$ cat src/rtl/ssr_pkg.sv
// Shared types for the serial converter mode tracker.
// Assumes: nothing beyond the standard language.
package ssr_pkg;
    typedef enum logic {
        MODE_SHUTDOWN = 1'b0,
        MODE_NORMAL   = 1'b1
    } ssr_mode_e;
endpackage

$ cat src/rtl/ssr_edge_sync.sv
// Brings one asynchronous input into the clk domain and reports its edges.
// Assumes: the input stays stable for several clk periods between changes.
module ssr_edge_sync #(
    parameter int SYNC_STAGES = 2,
    parameter bit RESET_VAL   = 1'b1
) (
    input  logic clk,
    input  logic rst_n,
    input  logic din,
    output logic level,
    output logic rise,
    output logic fall
);
    logic [SYNC_STAGES:0] pipe;

    // Shift the input through the synchronizer plus one history stage.
    always_ff @(posedge clk) begin
        if (!rst_n) begin
            pipe <= {(SYNC_STAGES+1){RESET_VAL}};
        end else begin
            pipe <= {pipe[SYNC_STAGES-1:0], din};
        end
    end

    // Compare the synchronized level with its previous value.
    always_comb begin
        level = pipe[SYNC_STAGES-1];
        rise  = pipe[SYNC_STAGES-1] & ~pipe[SYNC_STAGES];
        fall  = ~pipe[SYNC_STAGES-1] & pipe[SYNC_STAGES];
    end
endmodule

$ cat src/rtl/ssr_edge_count.sv
// Counts falling serial-clock edges within one frame, saturating at the frame length.
// Assumes: clr and inc come from synchronized edge pulses.
module ssr_edge_count #(
    parameter int FRAME_LEN = 16,
    localparam int CNT_W    = $clog2(FRAME_LEN + 1)
) (
    input  logic             clk,
    input  logic             rst_n,
    input  logic             clr,
    input  logic             inc,
    output logic [CNT_W-1:0] cnt
);
    localparam logic [CNT_W-1:0] CNT_MAX = CNT_W'(FRAME_LEN);

    // Clear at frame start; step on each counted edge until saturation.
    always_ff @(posedge clk) begin
        if (!rst_n) begin
            cnt <= '0;
        end else if (clr) begin
            cnt <= '0;
        end else if (inc && cnt < CNT_MAX) begin
            cnt <= cnt + 1'b1;
        end
    end
endmodule

$ cat src/rtl/ssr_frame_shifter.sv
// Captures the conversion word at frame start and presents the frame bit
// selected by the edge count, with lead and trail zero padding.
// Assumes: cnt is cleared on the same cycle as capture.
module ssr_frame_shifter #(
    parameter int DATA_W    = 10,
    parameter int LEAD_ZERO = 3,
    parameter int FRAME_LEN = 16,
    localparam int CNT_W    = $clog2(FRAME_LEN + 1)
) (
    input  logic              clk,
    input  logic              rst_n,
    input  logic              capture,
    input  logic [DATA_W-1:0] word_in,
    input  logic              drive_en,
    input  logic [CNT_W-1:0]  cnt,
    output logic              sdata,
    output logic              sdata_oe
);
    logic [DATA_W-1:0] word_q;
    logic              bit_now;
    logic              oe_now;

    // Hold the result for the whole frame.
    always_ff @(posedge clk) begin
        if (!rst_n) begin
            word_q <= '0;
        end else if (capture) begin
            word_q <= word_in;
        end
    end

    // Select the frame bit for the current position.
    always_comb begin
        int pos;
        pos     = int'(cnt);
        bit_now = 1'b0;
        if (pos >= LEAD_ZERO && pos < LEAD_ZERO + DATA_W) begin
            bit_now = word_q[DATA_W - 1 - (pos - LEAD_ZERO)];
        end
        oe_now = drive_en && (pos < FRAME_LEN);
    end

    // Register the pad outputs; data is forced low when not driven.
    always_ff @(posedge clk) begin
        if (!rst_n) begin
            sdata    <= 1'b0;
            sdata_oe <= 1'b0;
        end else begin
            sdata    <= oe_now & bit_now;
            sdata_oe <= oe_now;
        end
    end
endmodule

$ cat src/rtl/ssr_mode_tracker.sv
// Top of the serial converter front end: tracks power mode from where chip
// select rises within a frame, flags truncated and completed frames, and
// marks the first frame after wake-up.
// Assumes: cs_n and sclk are slow relative to clk.
module ssr_mode_tracker #(
    parameter int DATA_W     = 10,
    parameter int FRAME_LEN  = 16,
    parameter int LEAD_ZERO  = 3,
    parameter int KEEP_EDGE  = 10,
    localparam int CNT_W     = $clog2(FRAME_LEN + 1)
) (
    input  logic              clk,
    input  logic              rst_n,
    input  logic              cs_n,
    input  logic              sclk,
    input  logic [DATA_W-1:0] conv_word,
    output logic              sdata,
    output logic              sdata_oe,
    output logic              mode_normal,
    output logic              frame_abort,
    output logic              frame_done,
    output logic              wake_frame
);
    import ssr_pkg::*;

    localparam logic [CNT_W-1:0] KEEP_CNT = CNT_W'(KEEP_EDGE);
    localparam logic [CNT_W-1:0] LAST_CNT = CNT_W'(FRAME_LEN - 1);
    localparam logic [CNT_W-1:0] FULL_CNT = CNT_W'(FRAME_LEN);

    logic             cs_lvl, cs_rise, cs_fall;
    logic             sclk_lvl, sclk_rise, sclk_fall;
    logic [CNT_W-1:0] cnt;
    logic             frame_active;
    logic             edge_inc;
    ssr_mode_e        mode_q;

    ssr_edge_sync #(.SYNC_STAGES(2), .RESET_VAL(1'b1)) u_cs_sync (
        .clk(clk), .rst_n(rst_n), .din(cs_n),
        .level(cs_lvl), .rise(cs_rise), .fall(cs_fall)
    );

    ssr_edge_sync #(.SYNC_STAGES(2), .RESET_VAL(1'b1)) u_sclk_sync (
        .clk(clk), .rst_n(rst_n), .din(sclk),
        .level(sclk_lvl), .rise(sclk_rise), .fall(sclk_fall)
    );

    assign edge_inc = sclk_fall && frame_active && !cs_lvl;

    ssr_edge_count #(.FRAME_LEN(FRAME_LEN)) u_count (
        .clk(clk), .rst_n(rst_n), .clr(cs_fall), .inc(edge_inc), .cnt(cnt)
    );

    ssr_frame_shifter #(
        .DATA_W(DATA_W), .LEAD_ZERO(LEAD_ZERO), .FRAME_LEN(FRAME_LEN)
    ) u_shift (
        .clk(clk), .rst_n(rst_n), .capture(cs_fall), .word_in(conv_word),
        .drive_en(frame_active && !cs_lvl), .cnt(cnt),
        .sdata(sdata), .sdata_oe(sdata_oe)
    );

    // Track frame membership, power mode and the wake-up marker.
    always_ff @(posedge clk) begin
        if (!rst_n) begin
            frame_active <= 1'b0;
            mode_q       <= MODE_SHUTDOWN;
            wake_frame   <= 1'b0;
        end else if (cs_fall) begin
            frame_active <= 1'b1;
            mode_q       <= MODE_NORMAL;
            wake_frame   <= (mode_q == MODE_SHUTDOWN);
        end else if (cs_rise) begin
            frame_active <= 1'b0;
            if (frame_active && cnt < KEEP_CNT) begin
                mode_q <= MODE_SHUTDOWN;
            end
        end
    end

    // Generate one-clock pulses for truncated and completed frames.
    always_ff @(posedge clk) begin
        if (!rst_n) begin
            frame_abort <= 1'b0;
            frame_done  <= 1'b0;
        end else begin
            frame_abort <= cs_rise && frame_active && cnt >= KEEP_CNT && cnt < FULL_CNT;
            frame_done  <= edge_inc && cnt == LAST_CNT;
        end
    end

    assign mode_normal = (mode_q == MODE_NORMAL);

    // Serial clock level and rise are observed only through the fall pulse.
    logic unused_ok;
    assign unused_ok = sclk_lvl ^ sclk_rise;
endmodule

$ cat config.mk
export PLATFORM = sky130hd
export DESIGN_NAME = ssr_mode_tracker
export DESIGN_NICKNAME = d
export VERILOG_FILES = /design/src/rtl/ssr_pkg.sv /design/src/rtl/ssr_edge_sync.sv /design/src/rtl/ssr_edge_count.sv /design/src/rtl/ssr_frame_shifter.sv /design/src/rtl/ssr_mode_tracker.sv
export SDC_FILE = /design/constraint.sdc
export NUM_CORES = 1
export LEC_CHECK = 0
export ABC_AREA = 1
export BUFFER_PORTS_ARGS = -buffer_cell sky130_fd_sc_hd__buf_2
export CORE_MARGIN = 4
export CORE_UTILIZATION = 41
export DETAILED_ROUTE_END_ITERATION = 6
export PLACE_DENSITY = 0.72
export SLEW_MARGIN = 15
export SYNTH_ARGS = -nofsm -noshare
export SYNTH_HDL_FRONTEND = slang
export SYNTH_HIERARCHICAL = 1
export SYNTH_SLANG_ARGS = --single-unit
$ cat constraint.sdc
create_clock -name clk -period 1.8 [get_ports clk]
set_input_delay 0.45 -clock clk [delete_from_list [all_inputs] [get_ports clk]]
set_output_delay 0.45 -clock clk [all_outputs]
set_load 0.02 [all_outputs]
==> impl_results.md <==
* Root buffer selected by CTS: clkbuf_4
* Worst reg2reg path depth at 12
* DRT Pass-1 Iters at 4
* Crit-path slowest cell: dfxtp_4
* Worst-skew pair later-pin latency at 0.32 ns
* Fillers at 289
* Pin count of the biggest net entering global routing at 18
* PostCTS Resize Cnt at 0
* Fin cells at 235
* Element type at the critical path start: flip-flop
* Total power draw at 0.000968 W
* Kind of end point of the critical path: flip-flop
* Hold path start: cs_n
* Unrepaired setup endpoints after global routing: false
* Detail Route Antenna Nets at 0
* Die width at 63.7 um
* Worst ir drop on vdd at 0.484 mV
* Share of layout cells above drive strength 1 at 20.1%
* IO Count at 20
* Achievable frequency at 0.621 GHz
* Cells along the critical path: ha_1, inv_1, ha_1, inv_1, nand2_1, nand2_1, nand2_1, nand2_2, inv_1, nand3_1, nand2_1, inv_1
* Vias at 1075
* Syn nets at 198
* TritonCTS Buffers at 3
* Vias per inst at 4.57
* RePlAce Congestion at 0.774
* Initial antenna violation count at 0
* Total wire length at 2260 um
* R2r setup slk at 0.19 ns
* WL/cell at 9.63 um
* Mapped Cells at 181
* Grt ovf at 0
* Average size of a mapped cell at 7.02 um^2
* DR DRC count at 0
* # setup viols final at 0
* Crit Path Max Fanout at 8
* GRT Total Usage at 11.9%
* YS warnings at 6
* CTS clk-pin slew, worst paths at 0.14 ns
* Initial drt markers at 21
* Core Area at 2850 um^2
* Quantity of hold-fixing buffers added after cts at 0
* Crit path DAT at 1.85 ns
* Hold EP: u_cs_sync/pipe[0]
* # clock sinks at 28
* R2R Path Start: u_count/cnt[1]
* Worst Hold Class: in2reg
* Final Util at 50.5%
* Clock buffer depth at 2
* Hold path cells at 3
* P_leak at 0.740 nW
* Post-CTS Setup Inserts at 0
* Layout Nets at 223
* Area Growth Syn to Fin at 13.4%
* Post-route minimum period at 1.61 ns
* Vias in the first global route at 966
* Critical path class: reg2reg
* Port Buf Inserts at 19
* Row cnt at 19
* Inst Count DP at 232
* TNS Setup at 0 ns
* Initial Util at 44.5%
* Fin. Hold Viols at 0
* Chip height at 63.7 um
* Placed wire-length estimate at 1760 um
* Diode count at 0
* Outcome: completed
* Rel. slew slack at 72.2%
* Worst-Margin Slew at 0.416 ns
* Global-route wire length before repair at 3960 um
* Fin. max-slew vios at 0
* Worst r2r dst: u_shift/sdata
* Final cell area excluding filler cells at 1440 um^2
* Worst EP required at 2.04 ns
* Die Area at 4050 um^2
* Tcrit/Tclk final at 89.5%
* Skew final at 0.00548 ns
* H-Tree Depth at 1
* Area after DPL at 1410 um^2
* Slowest stage delay, CP at 0.40 ns
* Mapped Area at 1270 um^2
* Max cap viols at 0
* Pwr Density at 672 nW/um^2
* CTS tree: built
## sequential cells by signal (all words and copies together) (netlist names)
name / count
mode_normal: 1
wake_frame: 1
u_count/cnt: 5
frame_active: 1
u_shift/sdata: 1
frame_abort: 1
u_sclk_sync/pipe: 3
u_shift/sdata_oe: 1
u_shift/word_q: 10
frame_done: 1
u_cs_sync/pipe: 3
## placed cells by master (no fill, tap or decap)
| cell | instances |
|---|---|
| buf_4 | 4 |
| inv_1 | 30 |
| nor4_1 | 1 |
| nand4_1 | 2 |
| nand3_1 | 11 |
| nor4_2 | 1 |
| nor2_2 | 1 |
| ha_1 | 3 |
| nand3b_1 | 1 |
| dfxtp_1 | 27 |
| inv_2 | 4 |
| clkbuf_4 | 3 |
| o21ai_0 | 15 |
| dfxtp_4 | 1 |
| nor2_1 | 30 |
| a21oi_2 | 1 |
| a21oi_1 | 6 |
| buf_2 | 19 |
| nand2_1 | 35 |
| nand2_2 | 5 |
| nand3_2 | 1 |
| o21ai_1 | 1 |
| xor2_1 | 1 |
| nor2_4 | 1 |
## how the worst max path moves through the flow
stage               cells past startpoint  slack (ns)            from            end
floorplan                              12        0.26  u_count/cnt[1]  u_shift/sdata
global placement                       12        0.16  u_count/cnt[1]  u_shift/sdata
detailed placement                     12        0.09  u_count/cnt[1]  u_shift/sdata
CTS                                    12        0.08  u_count/cnt[1]  u_shift/sdata
global route                           12        0.01  u_count/cnt[1]  u_shift/sdata
finish                                 12        0.19  u_count/cnt[1]  u_shift/sdata
## layout make-up
type | count | area (um^2) | share of cell area (%)
Inverter | 34 | 128 | 8.86
Multi-Input combinational cell | 116 | 562 | 39.0
Tap cell | 31 | 38.8 | 2.69
Sequential cell | 28 | 564 | 39.2
Timing Repair Buffer | 23 | 125 | 8.69
Clock buffer | 3 | 22.5 | 1.56
## report_power, final
group / switching [W] / total [W] / leakage (nW) / internal (W)
clock network: 0.000171 / 0.000249 / 0.0138 / 0.0000783
registers: 0.00000924 / 0.000648 / 0.229 / 0.000639
logic: 0.0000404 / 0.0000704 / 0.497 / 0.0000299
total: 0.000220 / 0.000968 / 0.740 / 0.000747
## through the flow
step | hold slack (ns) | setup WS, ns
after floorplan | 0.380 | 0.265
after global placement | 0.382 | 0.160
after detailed placement | 0.391 | 0.0853
after CTS | 0.288 | 0.0771
after global routing | 0.289 | 0.0138
final | 0.295 | 0.189
## worst max-delay path, delay by kind of cell (launching register included)
| family | cells | cell delay [ns] |
|---|---|---|
| flops | 1 | 0.40 |
| fa+ha+maj | 2 | 0.51 |
| simple gates | 6 | 0.34 |
| buf+inv | 4 | 0.27 |
## per-layer routing
metal	up-vias	part of all wire, %	global-route usage, %
met4	0	1.2	5.66
met2	13	45	19.2
met5	-	0	0
met1	455	51	15.7
met3	2	3.1	1.24
li1	605	-	-
(Power assumes the default switching activity.)
